==> config.mk <==
export PLATFORM = sky130hd
export DESIGN_NAME = psw_feedback_divider
export DESIGN_NICKNAME = d
export VERILOG_FILES = /design/src/rtl/psw_div_pkg.sv /design/src/rtl/psw_cfg_regs.sv /design/src/rtl/psw_prescaler.sv /design/src/rtl/psw_swallow_ctl.sv /design/src/rtl/psw_feedback_divider.sv
export SDC_FILE = /design/constraint.sdc
export NUM_CORES = 1
export LEC_CHECK = 0
export BUFFER_PORTS_ARGS = -buffer_cell sky130_fd_sc_hd__clkbuf_2
export CORE_ASPECT_RATIO = 0.75
export CORE_MARGIN = 1.5
export CORE_UTILIZATION = 33
export CTS_BUF_LIST = sky130_fd_sc_hd__clkbuf_8
export DETAILED_ROUTE_END_ITERATION = 6
export MAX_ROUTING_LAYER = met4
export PLACE_DENSITY_LB_ADDON = 0.1
export SLEW_MARGIN = 20
export SYNTH_ARGS = -nofsm -noshare
export SYNTH_HDL_FRONTEND = slang
export SYNTH_HIERARCHICAL = 1
export SYNTH_SLANG_ARGS = --single-unit
==> constraint.sdc <==
create_clock -name clk -period 8.7 [get_ports clk]
set_clock_uncertainty 0.2 [all_clocks]
set_input_delay 1.74 -clock clk [delete_from_list [all_inputs] [get_ports clk]]
set_output_delay 1.74 -clock clk [all_outputs]
set_load 0.02 [all_outputs]
==> src/rtl/psw_div_pkg.sv <==
package psw_div_pkg;

  // Cycles of the core in its short mode.
  localparam int unsigned CORE_SHORT = 4;

  // A setting is usable when the main count is nonzero and not below the swallow count.
  function automatic logic cfg_usable(input int unsigned swallow, input int unsigned main_cnt);
    return (main_cnt != 0) && (main_cnt >= swallow);
  endfunction

  // Last state of the 4/5 core: it stretches only in the final core cycle of a stretched prescaler cycle.
  function automatic logic [2:0] core_last(input logic final_step, input logic stretch);
    return (final_step && stretch) ? 3'd4 : 3'd3;
  endfunction

endpackage

==> src/rtl/psw_cfg_regs.sv <==
module psw_cfg_regs #(
  parameter int unsigned A_W = 6,
  parameter int unsigned B_W = 9
) (
  input  logic           clk,
  input  logic           rst_n,
  input  logic           ld_stb,
  input  logic [A_W-1:0] ld_swallow,
  input  logic [B_W-1:0] ld_main,
  input  logic           take,
  output logic [A_W-1:0] pend_a,
  output logic [B_W-1:0] pend_b,
  output logic [A_W-1:0] act_a,
  output logic [B_W-1:0] act_b
);

  // Pending stage: written by the strobe.
  always_ff @(posedge clk) begin
    if (!rst_n) begin
      pend_a <= '0;
      pend_b <= '0;
    end else if (ld_stb) begin
      pend_a <= ld_swallow;
      pend_b <= ld_main;
    end
  end

  // Active stage: adopts the pending values at a boundary or while halted.
  always_ff @(posedge clk) begin
    if (!rst_n) begin
      act_a <= '0;
      act_b <= '0;
    end else if (take) begin
      act_a <= pend_a;
      act_b <= pend_b;
    end
  end

endmodule

==> src/rtl/psw_prescaler.sv <==
module psw_prescaler
  import psw_div_pkg::*;
#(
  parameter int unsigned STG_W = 4
) (
  input  logic clk,
  input  logic rst_n,
  input  logic run,
  input  logic modulus,
  output logic pre_tc,
  output logic core_fifth
);

  localparam logic [STG_W-1:0] STG_LAST = {STG_W{1'b1}};

  logic [2:0]       core_q;
  logic [STG_W-1:0] stg_q;
  logic             final_step;
  logic             core_end;

  assign final_step = (stg_q == STG_LAST);
  assign core_end   = (core_q == core_last(final_step, modulus));
  assign pre_tc     = core_end && final_step;
  assign core_fifth = (core_q == 3'(CORE_SHORT));

  // 4/5 core followed by the divide-by-2^STG_W stage.
  always_ff @(posedge clk) begin
    if (!rst_n || !run) begin
      core_q <= '0;
      stg_q  <= '0;
    end else begin
      core_q <= core_end ? 3'd0 : core_q + 3'd1;
      if (core_end) begin
        stg_q <= stg_q + 1'b1;
      end
    end
  end

endmodule

==> src/rtl/psw_swallow_ctl.sv <==
module psw_swallow_ctl #(
  parameter int unsigned A_W = 6,
  parameter int unsigned B_W = 9
) (
  input  logic           clk,
  input  logic           rst_n,
  input  logic           run,
  input  logic           pre_tc,
  input  logic [A_W-1:0] nxt_a,
  input  logic [B_W-1:0] nxt_b,
  output logic           modulus,
  output logic           period_end,
  output logic [A_W-1:0] a_cnt,
  output logic [B_W-1:0] b_cnt
);

  localparam logic [B_W-1:0] B_ONE = B_W'(1);

  assign modulus    = run && (a_cnt != '0);
  assign period_end = run && pre_tc && (b_cnt == B_ONE);

  always_ff @(posedge clk) begin
    if (!rst_n) begin
      a_cnt <= '0;
      b_cnt <= '0;
    end else if (!run || period_end) begin
      a_cnt <= nxt_a;
      b_cnt <= nxt_b;
    end else if (pre_tc) begin
      b_cnt <= b_cnt - 1'b1;
      if (a_cnt != '0) begin
        a_cnt <= a_cnt - 1'b1;
      end
    end
  end

endmodule

==> src/rtl/psw_feedback_divider.sv <==
module psw_feedback_divider
  import psw_div_pkg::*;
#(
  parameter int unsigned A_W   = 6,
  parameter int unsigned B_W   = 9,
  parameter int unsigned STG_W = 4
) (
  input  logic           clk,
  input  logic           rst_n,
  input  logic           ld_stb,
  input  logic [A_W-1:0] ld_swallow,
  input  logic [B_W-1:0] ld_main,
  output logic           div_pulse,
  output logic           mod_sel,
  output logic           cfg_invalid
);

  logic [A_W-1:0] pend_a, act_a, a_cnt;
  logic [B_W-1:0] pend_b, act_b, b_cnt;
  logic           run;
  logic           take_cfg;
  logic           pre_tc;
  logic           core_fifth;
  logic           period_end;
  logic           pulse_q;

  assign run         = cfg_usable(32'(act_a), 32'(act_b));
  assign take_cfg    = !run || period_end;
  assign cfg_invalid = !run;

  psw_cfg_regs #(.A_W(A_W), .B_W(B_W)) u_cfg (
    .clk        (clk),
    .rst_n      (rst_n),
    .ld_stb     (ld_stb),
    .ld_swallow (ld_swallow),
    .ld_main    (ld_main),
    .take       (take_cfg),
    .pend_a     (pend_a),
    .pend_b     (pend_b),
    .act_a      (act_a),
    .act_b      (act_b)
  );

  psw_prescaler #(.STG_W(STG_W)) u_pre (
    .clk        (clk),
    .rst_n      (rst_n),
    .run        (run),
    .modulus    (mod_sel),
    .pre_tc     (pre_tc),
    .core_fifth (core_fifth)
  );

  psw_swallow_ctl #(.A_W(A_W), .B_W(B_W)) u_sw (
    .clk        (clk),
    .rst_n      (rst_n),
    .run        (run),
    .pre_tc     (pre_tc),
    .nxt_a      (pend_a),
    .nxt_b      (pend_b),
    .modulus    (mod_sel),
    .period_end (period_end),
    .a_cnt      (a_cnt),
    .b_cnt      (b_cnt)
  );

  always_ff @(posedge clk) begin
    if (!rst_n) begin
      pulse_q <= 1'b0;
    end else begin
      pulse_q <= period_end;
    end
  end

  assign div_pulse = pulse_q;

endmodule

## Yosys cells after proc, flatten, opt, wreduce, memory -nomap -nowiden

Cells that the tools add are included.

- Register bits: 53
- Latch bits: 0
- Memory bits (writable): 0
- ROM bits: 0
- Bits of input ports: 18
- Output and inout port bits: 3
- Logic and storage cells: 39
- Memories kept: 0

- Add/sub/neg operators: 4
- Multiply operators: 0
- Div/mod/pow operators: 0
- Order comparisons: 1
- Equality and inequality tests: 3
- Shift-type cells: 0
- Muxes and demuxes: 6
- Bitwise logic cells: 0
- Reductions and logical operators: 16

Operators with widths:

| operator | number |
|---|---|
| $mux W6 | 3 |
| $mux W9 | 2 |
| $eq A9 B1 Y1 const B | 1 |
| $ge A9 B6 Y1 | 1 |
| $reduce_bool A9 Y1 | 1 |
| $sub A9 B1 Y9 const B | 1 |
| $logic_and A1 B1 Y1 | 6 |
| $reduce_bool A6 Y1 | 1 |
| $sub A6 B1 Y6 const B | 1 |
| $add A4 B1 Y4 const B | 1 |
| $eq A4 B4 Y1 const B | 1 |
| $reduce_bool A2 Y1 | 2 |
| $add A3 B1 Y3 const B | 1 |
| $eq A3 B3 Y1 | 1 |
| $mux W3 | 1 |
| $logic_not A1 Y1 | 2 |
| $logic_or A1 B1 Y1 | 2 |
| $reduce_and A2 Y1 | 1 |
| $reduce_or A2 Y1 | 1 |

## Longest topological paths before layout

- Depth in word-level cells: 12
- Mapped depth: 18
- Depth with buffers taken out: 16

## Modules after synthesis

Netlist, hierarchy kept.

Modules (own cells, without submodules):

| module | times used | cells each | area an instance (µm²) | sequential area each (µm²) |
|---|---|---|---|---|
| psw_cfg_regs | 1 | 97 | 1,162.4 | 600.6 |
| psw_swallow_ctl | 1 | 113 | 1,062.3 | 300.3 |
| psw_prescaler | 1 | 37 | 360.3 | 140.1 |
| psw_feedback_divider | 1 | 27 | 211.5 | 20.0 |

## Least setup slack after synthesis

OpenSTA, ideal clock, no wires.

- Kind: flip-flop to flip-flop
- Start point: register u_cfg.act_a[2]
- End point: register u_cfg.act_a[0]
- Library setup time: 116 ps
- Arrival time: 3,668 ps
- Data required time: 8,384 ps
- Path slack: 4,716 ps
- Cell stages (with the launch flop): 19
- Buffers on the path: 2
- Period minus slack after synthesis: 3,984 ps
- Cell sequence: dfxtp_1 inv_1 ha_1 nand2_1 o21ai_0 nand3_1 a31oi_1 inv_1 a21oi_1 nand4_2 mux2i_2 nor2_1 inv_1 nor3_1 a311o_2 buf_6 buf_12 mux2i_1 nor2b_1

- Cells in the longest elaborated chain, start to end: 10
- Elaborated cells on any way between the ends: 11
- Classes of those cells: 1 x order compare; 1 x eq/ne; 1 x mux; 8 x reduce/logical

RTL lines:

| item | RTL line | RTL |
|---|---|---|
| start: declaration | psw_cfg_regs.sv:13 | `output logic [A_W-1:0] act_a,` |
| start signal: assignment | psw_cfg_regs.sv:34 | `act_a <= pend_a;` |
| $ge A9 B6 Y1 | psw_div_pkg.sv:8 | `return (main_cnt != 0) && (main_cnt >= swallow);` |
| $logic_and A1 B1 Y1 | psw_div_pkg.sv:8 |  |
| named net run | psw_feedback_divider.sv:20 | `logic run;` |
| $logic_and A1 B1 Y1 | psw_swallow_ctl.sv:19 | `assign modulus = run && (a_cnt != '0);` |
| named net mod_sel | psw_feedback_divider.sv:14 | `output logic mod_sel,` |
| $logic_and A1 B1 Y1 | psw_div_pkg.sv:13 | `return (final_step && stretch) ? 3'd4 : 3'd3;` |
| $mux W3 | psw_div_pkg.sv:13 |  |
| $eq A3 B3 Y1 | psw_prescaler.sv:22 | `assign core_end = (core_q == core_last(final_step, modulus));` |
| $logic_and A1 B1 Y1 | psw_prescaler.sv:23 | `assign pre_tc = core_end && final_step;` |
| named net pre_tc | psw_feedback_divider.sv:22 | `logic pre_tc;` |
| $logic_and A1 B1 Y1 (2 in series) | psw_swallow_ctl.sv:20 | `assign period_end = run && pre_tc && (b_cnt == B_ONE);` |
| named net period_end | psw_feedback_divider.sv:24 | `logic period_end;` |
| $logic_or A1 B1 Y1 | psw_feedback_divider.sv:28 | `assign take_cfg = !run \|\| period_end;` |
| named net take_cfg | psw_feedback_divider.sv:21 | `logic take_cfg;` |

The timed path passes the listed nets, and every way through them passes these cells.
A chain may end at the register's enable or synchronous reset.

## Final worst setup path

- Start point: register u_cfg.act_b[0]
- End point: register u_cfg.act_b[8]

- Cells in the longest elaborated chain, start to end: 10
- Elaborated cells on any way between the ends: 12
- Classes of those cells: 1 x order compare; 1 x eq/ne; 1 x mux; 9 x reduce/logical

RTL lines:

| item | RTL line | RTL |
|---|---|---|
| start: declaration | psw_cfg_regs.sv:14 | `output logic [B_W-1:0] act_b` |
| start signal: assignment | psw_cfg_regs.sv:35 | `act_b <= pend_b;` |
| $ge A9 B6 Y1 or $reduce_bool A9 Y1 (tied branches) | psw_div_pkg.sv:8 |  |
| $logic_and A1 B1 Y1 (*) | psw_div_pkg.sv:8 |  |
| named net run | psw_feedback_divider.sv:20 |  |
| $logic_and A1 B1 Y1 (*) | psw_swallow_ctl.sv:19 |  |
| $logic_and A1 B1 Y1 (*) | psw_div_pkg.sv:13 |  |
| $mux W3 (*) | psw_div_pkg.sv:13 |  |
| $eq A3 B3 Y1 (*) | psw_prescaler.sv:22 |  |
| $logic_and A1 B1 Y1 (*) | psw_prescaler.sv:23 |  |
| named net pre_tc | psw_feedback_divider.sv:22 |  |
| $logic_and A1 B1 Y1 (*) (2 in series) | psw_swallow_ctl.sv:20 |  |
| named net period_end | psw_feedback_divider.sv:24 |  |
| $logic_or A1 B1 Y1 (*) | psw_feedback_divider.sv:28 |  |
| named net take_cfg | psw_feedback_divider.sv:21 |  |

Mark *: on every way through the listed nets, which the timed path passes. The rest lies on a longest branch.

==> results.py <==
metrics = {
    "synthesis": {
        "synthCells": 273,
        "avgSynthCellArea_um2": 10.2,
        "ys_warn_count": 6,
        "netlist_area_mm2": 0.00279,
        "synth_nets": 304,
    },
    "clock_tree": {
        "postCtsHoldBufs": 0,
        "numClockSinks": 53,
        "cts_resized": 0,
        "clockBufferDepth": 2,
        "post_cts_buffers": 0,
        "path_clk_slew_ps": 100,
        "cts_tree": "yes",
        "cts_made_buffers": 5,
        "cts-htree-levels": 2,
        "clk_latency_ps": 300,
        "cts_root_buffer": "clkbuf_8",
    },
    "floorplanning": {
        "die-area_mm2": 0.00902,
        "rows": 28,
        "die_w_um": 109,
        "core_mm2": 0.00806,
        "num_io_pins": 21,
        "initial_utilization_pct": 34.6,
        "fp.dieH_um": 82.6,
    },
    "timing": {
        "fmax_ghz": 0.201,
        "holdWs_ps": 314,
        "period_needed_ps": 4990,
        "fin_setup_tns_ps": 0,
        "setup_violations": 0,
        "drv_slew": 0,
        "min_period_over_period_pct": 57.3,
        "rsz0062_at_grt": "no",
        "tightest_slew_ps": 932,
        "maxSlewHeadroom_pct": 37.9,
        "hold_viol_final": 0,
    },
    "routing": {
        "vias": 1873,
        "drt_iter0_markers": 67,
        "drt_wl_total_mm": 5.74,
        "drc": 0,
        "drt_first_pass_iters": 4,
        "ant_nets": 0,
        "vias_per_cell": 4.74,
        "routedWlPerCell_um": 14.5,
    },
    "final_layout": {
        "antennaDiodeCount": 0,
        "syn_to_final_growth_pct": 7.90,
        "final_util_pct": 37.3,
        "drive_gt1_share_pct": 22.1,
        "nets": 320,
    },
    "pwr": {
        "ir_worst_vdd_v": 0.0000824,
        "leakage_nw": 1.17,
        "power_per_cell_area_mw_per_mm2": 301,
    },
    "global_route": {
        "grt_pass1_wl_mm": 9.60,
        "antenna_found_initial": 0,
        "grt.overflow.total": 0,
        "grt_max_degree": 40,
        "grt_use_total_pct": 14.6,
        "first_global_vias": 1867,
    },
    "min_path": {
        "hold_start": "u_cfg/pend_b[1]",
        "hold_class": "flip-flop to flip-flop",
    },
    "place": {
        "io_buffers": 20,
        "dp_hpwl_mm": 4.19,
        "routabilityCongestion": 0.758,
    },
    "worst_setup_path": {
        "critPathRequiredTime_ps": 8710,
        "rr_startpoint": "u_cfg/act_b[0]",
        "crit_fanout": 15,
        "crit_start": "u_cfg/act_b[0]",
        "worst_ep_arrival_time_ps": 4990,
        "cp-start-kind": "flip-flop",
        "crit_path_end_kind": "flip-flop",
        "r2r_slack_ps": 3710,
        "crit_type": "flip-flop to flip-flop",
    },
    "outcome": {
        "outcome": "completed",
    },
    "run": {
        "drv_cap": 0,
    },
}
==> power by group <==
group	switching [mW]	leakage, nW	internal [mW]
Sequential	0.0579	0.434	0.291
Combinational	0.243	0.686	0.165
Clock	0.0818	0.0512	0.0647
==> worst max-delay path, cell delays in order (launching register included) <==
cell	delay, ps
dfxtp_1	360
inv_1	50
ha_1	270
nor2b_1	40
o21ai_0	170
nand3_1	140
a31oi_1	610
inv_1	270
a21oi_1	300
nand4_2	180
mux2i_2	260
nor2_1	700
inv_1	250
nor3_1	280
a311o_2	480
mux2i_1	250
nor2b_1	60
==> worst paths after layout <==
| check | end | cells past startpoint |
|---|---|---|
| setup / recovery | u_cfg/act_b[8] | 16 |
| setup reg to reg | u_cfg/act_b[8] | 16 |
| hold reg to reg | u_sw/b_cnt[1] | 2 |
| hold / removal | u_sw/b_cnt[1] | 2 |
==> layout by cell type (no fill, tap or decap), drive strengths merged, types with 3 or more instances in the layout <==
cell    count
clkbuf     26
nor3        6
a31oi       3
nor2b      31
nor2       20
a211oi     13
inv        17
ha         13
xor2        4
o21ai       5
dfxtp      53
nand3       6
mux2i      35
nor3b       3
a21oi       7
nand2      10
nand4       3
xnor2       5
==> per-layer routing <==
metal	track usage [%]	part of all wire, %	up-vias	wire length [um]
li1	-	-	991	-
met1	20.9	56	848	3210
met2	20.6	39	29	2250
met3	3.14	4.0	5	228
met4	3.95	0.82	0	47
met5	-	0	-	0
==> state kept, by name, summed over array words and instances, names as in the netlist, 3 cells and up <==
name	count
u_sw/a_cnt	6
u_cfg/pend_b	9
u_cfg/act_b	9
u_cfg/act_a	6
u_sw/b_cnt	9
u_cfg/pend_a	6
u_pre/core_q	3
u_pre/stg_q	4
==> through the flow <==
stage	power [mW]	setup WS (ps)	cell area (um^2)	cells
global route	0.979	3220	3010	395
global placement	0.769	4020	2910	387
finish	0.904	3710	3010	395
floorplan	0.714	4720	2790	273
detailed placement	0.767	3710	2910	387
CTS	0.917	3660	3010	395
==> layout make-up <==
cell class | count | area (um^2)
Fill cell | 834 | 5050
Multi-Input combinational cell | 192 | 1560
Sequential cell | 53 | 1060
Tap cell | 105 | 131
Timing Repair Buffer | 20 | 100
Clock buffer | 6 | 82.6
Inverter | 17 | 63.8
Clock inverter | 2 | 13.8
No activity file was read; power rests on OpenSTA's default activity.
